## src/rtl/dbg_gate_pkg.sv

```systemverilog
package dbg_gate_pkg;
  localparam logic [1:0] ENC_OP0 = 2'b10;
  localparam logic [2:0] ENC_OP1 = 3'b000;
  localparam logic [3:0] ENC_CRN = 4'b0000;
  localparam logic [3:0] ENC_CRM = 4'b0110;
  localparam logic [2:0] ENC_OP2 = 3'b010;

  localparam int EC_W = 6;
  localparam logic [EC_W-1:0] EC_DEBUG_TRAP = 6'h18;

  typedef enum logic [3:0] {
    ST_OK    = 4'b0001,
    ST_UNDEF = 4'b0010,
    ST_TRAP2 = 4'b0100,
    ST_TRAP3 = 4'b1000
  } gate_status_e;

  typedef struct packed {
    logic el3_present;
    logic el2_enabled;
    logic fgt_present;
    logic fgt_enable;
    logic fgt_rd_trap;
    logic fgt_wr_trap;
    logic el2_tde;
    logic el2_tda;
    logic el3_tda;
    logic sdd_undef_prio;
    logic sdd_undef;
  } trap_cfg_t;
endpackage

```

## src/rtl/sysreg_decode.sv

```systemverilog
module sysreg_decode
  import dbg_gate_pkg::*;
(
  input  logic [1:0] op0,
  input  logic [2:0] op1,
  input  logic [3:0] crn,
  input  logic [3:0] crm,
  input  logic [2:0] op2,
  output logic       hit
);
  always_comb begin
    hit = (op0 == ENC_OP0) && (op1 == ENC_OP1) && (crn == ENC_CRN) &&
          (crm == ENC_CRM) && (op2 == ENC_OP2);
  end
endmodule

```

## src/rtl/access_arbiter.sv

```systemverilog
module access_arbiter
  import dbg_gate_pkg::*;
(
  input  logic [1:0]   el,
  input  logic         is_write,
  input  trap_cfg_t    cfg,
  output gate_status_e status
);
  logic l3_prio_undef;
  logic fgt_hit;
  logic l2_debug_hit;
  logic l3_debug_hit;
  gate_status_e l3_outcome;

  always_comb begin
    l3_prio_undef = cfg.el3_present && cfg.sdd_undef_prio && cfg.el3_tda;
    fgt_hit       = cfg.el2_enabled && cfg.fgt_present &&
                    (cfg.fgt_enable || !cfg.el3_present) &&
                    (is_write ? cfg.fgt_wr_trap : cfg.fgt_rd_trap);
    l2_debug_hit  = cfg.el2_enabled && (cfg.el2_tde || cfg.el2_tda);
    l3_debug_hit  = cfg.el3_present && cfg.el3_tda;
    l3_outcome    = cfg.sdd_undef ? ST_UNDEF : ST_TRAP3;
  end

  always_comb begin
    status = ST_OK;
    unique case (el)
      2'd0: status = ST_UNDEF;
      2'd1: begin
        if (l3_prio_undef)     status = ST_UNDEF;
        else if (fgt_hit)      status = ST_TRAP2;
        else if (l2_debug_hit) status = ST_TRAP2;
        else if (l3_debug_hit) status = l3_outcome;
        else                   status = ST_OK;
      end
      2'd2: begin
        if (l3_prio_undef)     status = ST_UNDEF;
        else if (l3_debug_hit) status = l3_outcome;
        else                   status = ST_OK;
      end
      default: status = ST_OK;
    endcase
  end
endmodule

```

## src/rtl/catch_reg.sv

```systemverilog
module catch_reg #(
  parameter int W = 32
) (
  input  logic         clk,
  input  logic         rst,
  input  logic         sw_we,
  input  logic [W-1:0] sw_wdata,
  input  logic         ext_we,
  input  logic [W-1:0] ext_wdata,
  output logic [W-1:0] q
);
  always_ff @(posedge clk) begin
    if (rst)         q <= '0;
    else if (ext_we) q <= ext_wdata;
    else if (sw_we)  q <= sw_wdata;
  end

  a_r11_ext_wins: assert property (@(posedge clk) disable iff (rst)
    ext_we |=> (q == $past(ext_wdata)));
  a_r11_idle_hold: assert property (@(posedge clk) disable iff (rst)
    (!ext_we && !sw_we) |=> $stable(q));
endmodule

```

## src/rtl/dbg_catch_gate.sv

```systemverilog
module dbg_catch_gate
  import dbg_gate_pkg::*;
#(
  parameter int XLEN  = 64,
  parameter int REG_W = 32
) (
  input  logic             clk,
  input  logic             rst,
  input  logic             req_valid,
  input  logic [1:0]       req_op0,
  input  logic [2:0]       req_op1,
  input  logic [3:0]       req_crn,
  input  logic [3:0]       req_crm,
  input  logic [2:0]       req_op2,
  input  logic             req_write,
  input  logic [XLEN-1:0]  req_wdata,
  input  logic [1:0]       cur_el,
  input  logic             cfg_el3_present,
  input  logic             cfg_el2_enabled,
  input  logic             cfg_fgt_present,
  input  logic             cfg_fgt_enable,
  input  logic             cfg_fgt_rd_trap,
  input  logic             cfg_fgt_wr_trap,
  input  logic             cfg_el2_tde,
  input  logic             cfg_el2_tda,
  input  logic             cfg_el3_tda,
  input  logic             cfg_sdd_undef_prio,
  input  logic             cfg_sdd_undef,
  input  logic             cfg_os_lock,
  input  logic             ext_wr_en,
  input  logic [REG_W-1:0] ext_wr_data,
  output logic [REG_W-1:0] ext_rd_data,
  output logic             rsp_valid,
  output logic [3:0]       rsp_status,
  output logic [EC_W-1:0]  rsp_ec,
  output logic [XLEN-1:0]  rsp_rdata
);
  localparam int PAD_W = XLEN - REG_W;

  logic         enc_hit;
  logic         claimed;
  gate_status_e status;
  trap_cfg_t    cfg;
  logic         sw_we;
  logic [REG_W-1:0] reg_q;
  logic [XLEN-1:0]  rdata_n;
  logic [EC_W-1:0]  ec_n;

  always_comb begin
    cfg.el3_present    = cfg_el3_present;
    cfg.el2_enabled    = cfg_el2_enabled;
    cfg.fgt_present    = cfg_fgt_present;
    cfg.fgt_enable     = cfg_fgt_enable;
    cfg.fgt_rd_trap    = cfg_fgt_rd_trap;
    cfg.fgt_wr_trap    = cfg_fgt_wr_trap;
    cfg.el2_tde        = cfg_el2_tde;
    cfg.el2_tda        = cfg_el2_tda;
    cfg.el3_tda        = cfg_el3_tda;
    cfg.sdd_undef_prio = cfg_sdd_undef_prio;
    cfg.sdd_undef      = cfg_sdd_undef;
  end

  sysreg_decode u_decode (
    .op0 (req_op0),
    .op1 (req_op1),
    .crn (req_crn),
    .crm (req_crm),
    .op2 (req_op2),
    .hit (enc_hit)
  );

  access_arbiter u_arb (
    .el       (cur_el),
    .is_write (req_write),
    .cfg      (cfg),
    .status   (status)
  );

  always_comb begin
    claimed = req_valid && enc_hit;
    sw_we   = claimed && req_write && (status == ST_OK) && cfg_os_lock;
    rdata_n = '0;
    if (claimed && !req_write && (status == ST_OK) && cfg_os_lock)
      rdata_n = {{PAD_W{1'b0}}, reg_q};
    ec_n = ((status == ST_TRAP2) || (status == ST_TRAP3)) ? EC_DEBUG_TRAP : '0;
  end

  catch_reg #(.W(REG_W)) u_reg (
    .clk       (clk),
    .rst       (rst),
    .sw_we     (sw_we),
    .sw_wdata  (req_wdata[REG_W-1:0]),
    .ext_we    (ext_wr_en),
    .ext_wdata (ext_wr_data),
    .q         (reg_q)
  );

  assign ext_rd_data = reg_q;

  always_ff @(posedge clk) begin
    if (rst) begin
      rsp_valid  <= 1'b0;
      rsp_status <= '0;
      rsp_ec     <= '0;
      rsp_rdata  <= '0;
    end else begin
      rsp_valid  <= claimed;
      rsp_status <= claimed ? status : 4'b0000;
      rsp_ec     <= claimed ? ec_n : '0;
      rsp_rdata  <= rdata_n;
    end
  end

  a_r1_unclaimed_silent: assert property (@(posedge clk) disable iff (rst)
    (req_valid && !enc_hit) |=> !rsp_valid);
  a_r2_status_onehot: assert property (@(posedge clk) disable iff (rst)
    rsp_valid |-> ($countones(rsp_status) == 1));
  a_r3_el0_undef: assert property (@(posedge clk) disable iff (rst)
    (claimed && cur_el == 2'd0) |=> (rsp_status == ST_UNDEF));
  a_r6_el3_ok: assert property (@(posedge clk) disable iff (rst)
    (claimed && cur_el == 2'd3) |=> (rsp_status == ST_OK));
  a_r7_unlocked_write_drop: assert property (@(posedge clk) disable iff (rst)
    (claimed && req_write && !cfg_os_lock && !ext_wr_en) |=> $stable(ext_rd_data));
  a_r8_upper_zero: assert property (@(posedge clk) disable iff (rst)
    rsp_valid |-> (rsp_rdata[XLEN-1:REG_W] == '0));
  a_r9_trap_class: assert property (@(posedge clk) disable iff (rst)
    (rsp_valid && (rsp_status[2] || rsp_status[3])) |-> (rsp_ec == EC_DEBUG_TRAP));
endmodule

```

## config.mk

```make
export PLATFORM = sky130hd
export DESIGN_NAME = dbg_catch_gate
export DESIGN_NICKNAME = d
export VERILOG_FILES = /design/src/rtl/dbg_gate_pkg.sv /design/src/rtl/sysreg_decode.sv /design/src/rtl/access_arbiter.sv /design/src/rtl/catch_reg.sv /design/src/rtl/dbg_catch_gate.sv
export SDC_FILE = /design/constraint.sdc
export NUM_CORES = 1
export LEC_CHECK = 0
export BUFFER_PORTS_ARGS = -buffer_cell sky130_fd_sc_hd__clkbuf_2
export CAP_MARGIN = 20
export CORE_AREA = 2 2 114 89
export DETAILED_ROUTE_END_ITERATION = 8
export DIE_AREA = 0 0 116 91
export MAX_ROUTING_LAYER = met4
export PLACE_DENSITY = 0.75
export RECOVER_POWER = 25
export REMOVE_ABC_BUFFERS = 1
export SKIP_LAST_GASP = 1
export SLEW_MARGIN = 10
export SYNTH_ARGS = -nofsm -noshare
export SYNTH_HDL_FRONTEND = slang
export SYNTH_SLANG_ARGS = --single-unit
```

## constraint.sdc

```tcl
create_clock -name clk -period 4.7 [get_ports clk]
set_input_delay 0.235 -clock clk [delete_from_list [all_inputs] [get_ports clk]]
set_output_delay 0.235 -clock clk [all_outputs]
set_load 0.01 [all_outputs]
```

; Yosys cells after proc, flatten, opt, wreduce, memory -nomap -nowiden
; Index checks and enable logic that the tools add are counted.
[totals]
ff_bits = 107
input_bits = 131
out_inout_bits = 107
elab_cells = 56
[op_classes]
n_eq_ne = 8
muxes = 11
n_bitwise = 2
reduce_logical = 29
[ops]
columns = operator, n
row1 = 32-bit 2-to-1 mux, 2
row2 = 4-bit 2-to-1 mux, 6
row3 = 1-bit logical AND, 18
row4 = 4-bit case mux with 3 select lines, 1
row5 = 4-bit by 3-bit == test with 1-bit output (second input constant), 2
row6 = 5-bit 2-to-1 mux, 1
row7 = 2-bit == test (second input constant), 2
row8 = 4-bit by 1-bit == test with 1-bit output (second input constant), 1
row9 = 4-bit == test (second input constant), 1
row10 = 4-bit logical NOT, 1
row11 = 2-bit OR reduction, 2
row12 = 3-bit by 2-bit == test with 1-bit output (second input constant), 1
row13 = 3-bit logical NOT, 1
row14 = 1-bit logical OR, 3
row15 = 2-bit by 1-bit == test with 1-bit output (second input constant), 1
row16 = 1-bit logical NOT, 2
row17 = 2-bit logical NOT, 1
row18 = 1-bit NOT, 2
row19 = 2-bit nonzero test, 1
row20 = 1-bit 2-to-1 mux, 1

; Longest topological paths before layout
; Gate-level depths: netlist (run 1).
[logic_depth]
word_depth = 12
mapped_depth = 7
mapped_depth_nobuf = 5

; Modules after synthesis
; A second synthesis (run 1) with hierarchy kept.
[hier_totals]
cells_unflattened = 331
area_unflattened_um2 = 3514.6
[by_module_without_submodules]
columns = module, n_inst, cells_each, area_per_inst_um2, seq_area_each_um2
row1 = dbg_catch_gate, 1, 164, 1809.2, 760.7
row2 = catch_reg, 1, 142, 1510.2, 640.6
row3 = access_arbiter, 1, 20, 140.1, 0.0
row4 = sysreg_decode, 1, 5, 55.1, 0.0

; Least setup slack after synthesis (run 1)
; OpenSTA, ideal clock, no wires.
[synth_path]
path_type = input to register
start = in req_write
end = reg u_reg.q[10]
setup_time_ns = 0.146
arrival_ns = 1.514
t_required_ns = 4.554
setup_slack_ns = 3.040
cell_stages = 7
n_path_buf = 2
cell_sequence = mux2i_1 > o31a_1 > a31o_1 > buf_6 > clkbuf_1 > a211oi_1 > a211oi_2
[synth_between]
elab_chain_cells = 9
word_cells_on_any_way = 10
cone_classes = eq/ne (1) / mux (4) / reduce/logical (5)
[synth_rtl]
columns = element, line_no
row1 = from (decl), dbg_catch_gate.sv:15  ; input logic req_write,
row2 = 1-bit 2-to-1 mux, access_arbiter.sv:19  ; (is_write ? cfg.fgt_wr_trap : cfg.fgt_rd_trap);
row3 = 1-bit logical AND, access_arbiter.sv:18  ; (cfg.fgt_enable || !cfg.el3_present) &&
row4 = 4-bit 2-to-1 mux, access_arbiter.sv:31  ; else if (fgt_hit) status = ST_TRAP2;
row5 = 4-bit 2-to-1 mux, access_arbiter.sv:30  ; if (l3_prio_undef) status = ST_UNDEF;
row6 = 4-bit case mux with 3 select lines, access_arbiter.sv:27  ; unique case (el)
row7 = 4-bit by 1-bit == test with 1-bit output, dbg_catch_gate.sv:81  ; sw_we = claimed && req_write && (status == ST_OK) && cfg_os_lock;
row8 = 1-bit logical AND * (2 in series), dbg_catch_gate.sv:81
row9 = 2-bit nonzero test (no source line) *, -
row10 = to (signal assigned), catch_reg.sv:14  ; else if (ext_we) q <= ext_wdata;
row11 = to (signal assigned), catch_reg.sv:15  ; else if (sw_we) q <= sw_wdata;
row12 = to (decl), catch_reg.sv:10  ; output logic [W-1:0] q
; Mark *: on every way between the ends. The rest lies on a longest branch, timed or not.
; A chain may end at the register's enable or synchronous reset.

; Worst setup path after layout (run 1)
[layout_path]
start = in req_write
end = reg u_reg.q[1]
; The elaborated chain is that of the path after synthesis.

==> results.toml, run 1 <==
[outcome]
outcome = "complete, no violations"

[pwr]
power-per-cell-area_nw_per_um2 = 359
swShare = 0.242
p_int_mw = 1.17
ir_drop_mv = 0.169
power.switching_mw = 0.372
p_seq_frac = 0.409
pwr-share-comb = 0.129
p_leak_nw = 2.06
p_clk_frac = 0.462

[timing]
fin_worst_skew_ns = 0.00594
max_clock_freq_mhz = 418
setup_slack_ns = 2.31
finalHoldViolations = 0
setup_viol = 0
setup_tns_ns = 0
maxSlewHeadroom = 0.361
drv_slew = 0
grt_setup_unrepaired = "false"
fin_crit_ns = 2.39
worst_slew_pin_slew_ns = 0.959
fin_crit_sh = 0.509

[floorplanning]
coreArea_um2 = 9390
die-area_um2 = 10600
die_w_um = 116
die_h_um = 91
io_pins = 238
num_rows = 31
start_util = 0.343

[final_layout]
syn_to_final_growth_pct = 33.0
n_antenna_cell = 0
nets = 590
drive_gt1_frac = 0.405
nFillCells = 944
postLayoutCoreUtil = 0.457
design_area_um2 = 4290

[placed_design]
gp_congestion = 0.779
io_buffers = 169
hpwl_um = 5790
pre_cts_ws_ns = 1.75
dpl_cell_area_um2 = 3990

[setup_path]
crit_arrival_ns = 2.55
cp_num_buf_inv = 1
max_stage_delay_ns = 0.87
reg2reg_depth = 2
cpLargestDelayFamily = "compound AO/OA/AOI/OAI gates"
critPathKind = "in2reg"
cp_max_fo = 32
cp_cell_sequence = "clkbuf_2 > mux2i_1 > o31a_1 > a31o_1 > a21o_2 > a211oi_1"
r2r_slack_ns = 3.84
critPathRequiredTime_ns = 4.85
reg2reg_from = "u_reg.q[14]$_SDFFE_PP0P_"
cp-end-kind = "flop"
critPathSlowestCell = "a21o_2"
cp-start-kind = "input pin"
r2r_end = "u_reg.q[14]$_SDFFE_PP0P_"

[yosys]
netlist_area_um2 = 3220
yosysSeqAreaShare = 0.435
avgSynthCellArea_um2 = 10.6
ys.flop_type = "dfxtp_1"
ys_seq_elements = 70
synth-async-reset-ratio = 0
synthDistinctLibCells = 37
synth_cells = 303
yosysWarnings = 0
synth_edf_count = 0

[route]
drt_pre_antenna_iters = 4
dr_total_vias = 2817
drt-initial-drc-count = 135
drcViolationCount = 0
routed_wl_um = 8470
wl_per_cell_um = 14.2
drtAntennaViolNets = 0
routed_via_density = 4.73

[global_routing]
antenna_found_initial = 0
gr-total-overflow = 0
grt_pass1_wl_um = 12500
grtUsageTotal = 0.154
grt_pass1_vias = 2542
grt_max_degree = 65

[hold_path]
min_path_type = "in2reg"
whs_path_depth = 2
hold_path_startpoint = "cfg_sdd_undef_prio"
min_to = "rsp_status[2]$_SDFF_PP0_"

[clocking]
numCtsBuffers = 9
clock_sinks = 70
insertion_delay_ns = 0.32
root_buffer = "clkbuf_16"
clockBufferDepth = 2
cts_tree = "yes"
clk_pin_slew_ns = 0.06
ctsHoldBuffers = 0
htreeDepth = 3
postCtsSetupBuffers = 0
cts_resized = 0

[run]
max-cap-violations = 0
==> final cells by class <==
class	count	area (um^2)	area share
flip-flops and latches	70	1400	0.327
well taps	132	165	0.0385
inverters	1	3.75	0.000876
repair buffers	175	858	0.200
clock buffers	11	233	0.0543
clock inverters	5	83.8	0.0196
multi-input cells	202	1540	0.360
==> state kept, by name, indices dropped and copies added (netlist names) <==
name	flops
rsp_status	4
rsp_valid	1
rsp_ec	1
rsp_rdata	32
u_reg.q	32
==> cells in the mapped netlist, types with 2 or more instances <==
cell type,number,area share
o21a_1,2,0.0047
dfxtp_1,70,0.43
nand2_1,4,0.0047
clkbuf_1,19,0.022
and3_1,32,0.062
nor2b_1,4,0.0078
nor4_1,2,0.0039
mux2i_1,33,0.10
buf_6,4,0.014
a211oi_2,30,0.12
o21ai_0,2,0.0031
a211oi_1,34,0.079
nor2_1,3,0.0035
a21oi_1,3,0.0047
buf_2,2,0.0031
clkbuf_2,2,0.0031
buf_4,37,0.086
==> metal layers <==
layer  GRT usage  part of all wire  vias to the layer above
met1       0.186              0.43                     1305
met3      0.0360             0.077                        6
li1            -                 -                     1362
met5           -                 0                        -
met4      0.0456            0.0083                        0
met2       0.255              0.48                      144
==> worst register-to-register path, delay by kind of cell, from the launching register on <==
family / cells / cell delay [ns]
flops: 1 / 0.32
compound gates: 2 / 0.38
==> power groups by stage <==
stage | logic, mW | registers [mW] | clock network (mW)
5_1_grt | 0.216 | 0.632 | 0.756
6_report | 0.198 | 0.630 | 0.711
3_5_place_dp | 0.196 | 0.642 | 0
2_1_floorplan | 0.0885 | 0.649 | 0
4_1_cts | 0.197 | 0.629 | 0.737
3_3_place_gp | 0.191 | 0.641 | 0
==> cells in the final DEF, fill, tap and decap left out, types with 2 or more instances in the layout <==
cell type   synthesis  final
a21oi_1             3      3
mux2i_1            33     33
clkbuf_16           0      9
clkbuf_2            2    133
nor4_1              2      2
bufinv_16           0      2
nor2_1              3      3
nand2_1             4      4
clkinvlp_4          0      2
buf_4              37      4
dfxtp_1            70     70
o21ai_0             2      2
nor2b_1             4      3
a211oi_1           34     34
nor2b_2             1      2
clkbuf_1           19     37
and3_1             32     32
a211oi_2           30     30
conb_1              1     36
o21a_1              2      2
==> logic make-up after synthesis <==
group	Yosys count	synth area share
buffers and inverters	66	0.131
other	1	0.00116
AO/OA/AOI/OAI	77	0.224
flip-flops	70	0.435
multiplexers	33	0.102
AND/OR/NAND/NOR	56	0.107
==> worst max-delay path by stage <==
| stage | from | to | slack [ns] | depth (start not counted) |
|---|---|---|---|---|
| floorplan | req_crn[1] | u_reg.q[0]$_SDFFE_PP0P_ | 1.68 | 5 |
| global placement | req_write | rsp_rdata[13]$_SDFF_PP0_ | 1.85 | 6 |
| detailed placement | req_write | rsp_rdata[27]$_SDFF_PP0_ | 1.75 | 6 |
| CTS | req_write | rsp_rdata[27]$_SDFF_PP0_ | 2.07 | 6 |
| global route | req_write | u_reg.q[1]$_SDFFE_PP0P_ | 2.10 | 6 |
| finish | req_write | u_reg.q[1]$_SDFFE_PP0P_ | 2.31 | 6 |
==> metrics by stage <==
stage | power, mW | cells | hold slack (ns)
5_1_grt | 1.60 | 596 | 0.177
3_5_place_dp | 0.838 | 578 | 0.487
3_3_place_gp | 0.832 | 578 | 0.480
4_1_cts | 1.56 | 594 | 0.156
2_1_floorplan | 0.737 | 273 | 0.300
6_report | 1.54 | 596 | 0.187
Power figures use the tool's default switching activity.
==> run 2: changes to the inputs <==
--- a/config.mk
+++ b/config.mk
@@ -5,13 +5,14 @@
 export SDC_FILE = /design/constraint.sdc
 export NUM_CORES = 1
 export LEC_CHECK = 0
+export ABC_AREA = 1
 export BUFFER_PORTS_ARGS = -buffer_cell sky130_fd_sc_hd__clkbuf_2
 export CAP_MARGIN = 20
-export CORE_AREA = 2 2 114 89
+export CORE_AREA = 2 2 119 92
 export DETAILED_ROUTE_END_ITERATION = 8
-export DIE_AREA = 0 0 116 91
+export DIE_AREA = 0 0 121 94
 export MAX_ROUTING_LAYER = met4
-export PLACE_DENSITY = 0.75
+export PLACE_DENSITY = 0.76
 export RECOVER_POWER = 25
 export REMOVE_ABC_BUFFERS = 1
 export SKIP_LAST_GASP = 1
==> constraint.sdc (replaced) <==
create_clock -name clk -period 2 [get_ports clk]
set_input_delay 0.1 -clock clk [delete_from_list [all_inputs] [get_ports clk]]
set_output_delay 0.1 -clock clk [all_outputs]
set_load 0.01 [all_outputs]
==> run 2 against run 1 <==
Final area increased by 6.1%. Setup slack got worse by 1.6 ns. Register-to-register slack got worse by 2.6 ns. Sequential power increased by 130%. Highest routed layer unchanged.
==> results.toml, run 2 <==
[clocking]
root_buffer = "clkbuf_16"
clockBufferDepth = 2
numCtsBuffers = 9
insertion_delay_ns = 0.32
cts_tree = "yes"
clk_pin_slew_ns = 0.05
htreeDepth = 3
postCtsSetupBuffers = 0
clock_sinks = 70
cts_resized = 0

[yosys]
synth_top_family_by_area = "simple AND/OR/NAND/NOR gates"
synth.most_common_cell = "nand2_1"
yosysSeqAreaShare = 0.403
netlist.area_leader.share = 0.403
synthDistinctLibCells = 23
ys.flop_type = "dfxtp_1"
synth_mux_area_frac = 0
synth_xor_area_frac = 0
synth_edf_count = 0
synth_cells = 491
synth-async-reset-ratio = 0
netlist_area_um2 = 3480
yosysWarnings = 0
yosysTopAreaCell = "dfxtp_1"
yosys-top-cells-area = "dfxtp_1, nand2_1, buf_4"
synth_compound_area_frac = 0.0554
ys_seq_elements = 70
synthAdderAreaFrac = 0
synthSimpleGateAreaFrac = 0.359
synth_top_cells_by_count = "nand2_1, dfxtp_1, nor2_1"
avgSynthCellArea_um2 = 7.08

[setup_path]
cpLargestDelayFamily = "buffers and inverters"
cp_cell_sequence = "dlygate4sd3_1 > clkbuf_1 > nor2_1 > nand4_4 > buf_4 > nor2_2"
reg2reg_depth = 4
cp-start-kind = "input pin"
cp_max_fo = 18
cp_num_buf_inv = 3
critPathRequiredTime_ns = 2.26
r2r_slack_ns = 1.29
cp-end-kind = "flop"
critPathSlowestCell = "dlygate4sd3_1"
critPathKind = "in2reg"
max_stage_delay_ns = 0.54
crit_arrival_ns = 1.59
r2r_end = "u_reg.q[10]$_SDFFE_PP0P_"
reg2reg_from = "u_reg.q[10]$_SDFFE_PP0P_"
cp_num_cells = 6

[floorplanning]
num_rows = 32
die_w_um = 121
coreArea_um2 = 10100
die_h_um = 94
io_pins = 238
start_util = 0.343
die-area_um2 = 11400

[run]
max-cap-violations = 0

[pwr]
power_mw = 3.63
p_leak_nw = 2.41
power-per-cell-area_nw_per_um2 = 798
ir_drop_mv = 0.375

[route]
drt-initial-drc-count = 138
dr_total_vias = 3285
wl_per_cell_um = 10.0
drtAntennaViolNets = 0
drcViolationCount = 0
drt_pre_antenna_iters = 4
routed_wl_um = 7960
routed_via_density = 4.15

[placed_design]
hpwl_um = 5880
io_buffers = 169
pre_cts_ws_ns = 0.615
dpl_cell_area_um2 = 4260
gp_congestion = 0.765

[final_layout]
regArea_um2 = 1400
final_common_cell = "nand2_1"
n_antenna_cell = 0
nets = 782
final_cell_mix = "nand2_1, clkbuf_2, dfxtp_1"
syn_to_final_growth_pct = 30.8
multiInputGateArea_um2 = 1570
postLayoutCoreUtil = 0.449
reg_top3 = "rsp_rdata x32, u_reg.q x32, rsp_status x4"
design_area_um2 = 4550
drive_gt1_frac = 0.317
nFillCells = 1083

[timing]
hold_ws_ns = 0.0819
fin_crit_ns = 1.34
fin_crit_sh = 0.668
grt_setup_unrepaired = "false"
fin_worst_skew_ns = 0.00283
max_clock_freq_mhz = 748
finalHoldViolations = 0
setup_viol = 0
drv_slew = 0
setup_slack_ns = 0.663

[global_routing]
grtUsageTotal = 0.152
antenna_found_initial = 0
grt_pass1_wl_um = 13500
grt_pass1_vias = 3057
gr-total-overflow = 0
grt_max_degree = 65

[hold_path]
hold_path_startpoint = "cfg_sdd_undef_prio"
min_to = "rsp_status[3]$_SDFF_PP0_"
min_path_type = "in2reg"
whs_path_depth = 4

[outcome]
outcome = "complete, no violations"
-- run 2: power breakdown --
part	internal [mW]	switching (mW)
registers	1.44	0.0237
clock network	1.12	0.563
logic	0.199	0.281
-- run 2: cell type report --
cell class              count  area share
multi-input cells         345       0.345
well taps                 136      0.0374
inverters                  48      0.0396
flip-flops and latches     70       0.308
repair buffers            177       0.199
clock buffers              10      0.0525
clock inverters             6      0.0187
-- run 2: worst reg2reg max path, stage by stage (launching register included) --
cell     delay [ns]
dfxtp_1        0.30
inv_1          0.10
nand3_1        0.08
nand2_1        0.08
nor2_1         0.04
-- run 2: per-layer routing --
layer	global-route usage	vias up	share of wire
li1	-	1740	-
met1	0.175	1395	0.46
met2	0.247	136	0.43
met3	0.0522	14	0.091
met4	0.0581	0	0.018
met5	-	-	0
-- run 2: kinds of logic (layout without fill, tap and decap cells) --
kind of cell	count (synthesis)	in the layout
and+or+nand+nor	271	271
DFF	70	70
buffers and inverters	111	241
AOI/OAI and AO/OA	38	38
other	1	36
-- run 2: what timing repair did --
item | CTS | global route
setup endpoints to repair | 0 | 0
hold buffers | 1 | 0
hold endpoints to repair | 1 | 0
-- run 2: metrics by stage --
step                      setup TNS [ns]  std cells
after detailed placement               0        775
after CTS                              0        792
final                                  0        792
after floorplan                    -4.64        463
after global placement                 0        775
after global routing                   0        792
-- run 2: worst max path at each step --
stage                               endpoint       start
floorplan            u_reg.q[0]$_SDFFE_PP0P_   ext_wr_en
global placement    u_reg.q[10]$_SDFFE_PP0P_  req_crn[2]
detailed placement  u_reg.q[19]$_SDFFE_PP0P_   req_write
CTS                 rsp_rdata[24]$_SDFF_PP0_         rst
global route        rsp_rdata[24]$_SDFF_PP0_         rst
finish              rsp_rdata[22]$_SDFF_PP0_         rst
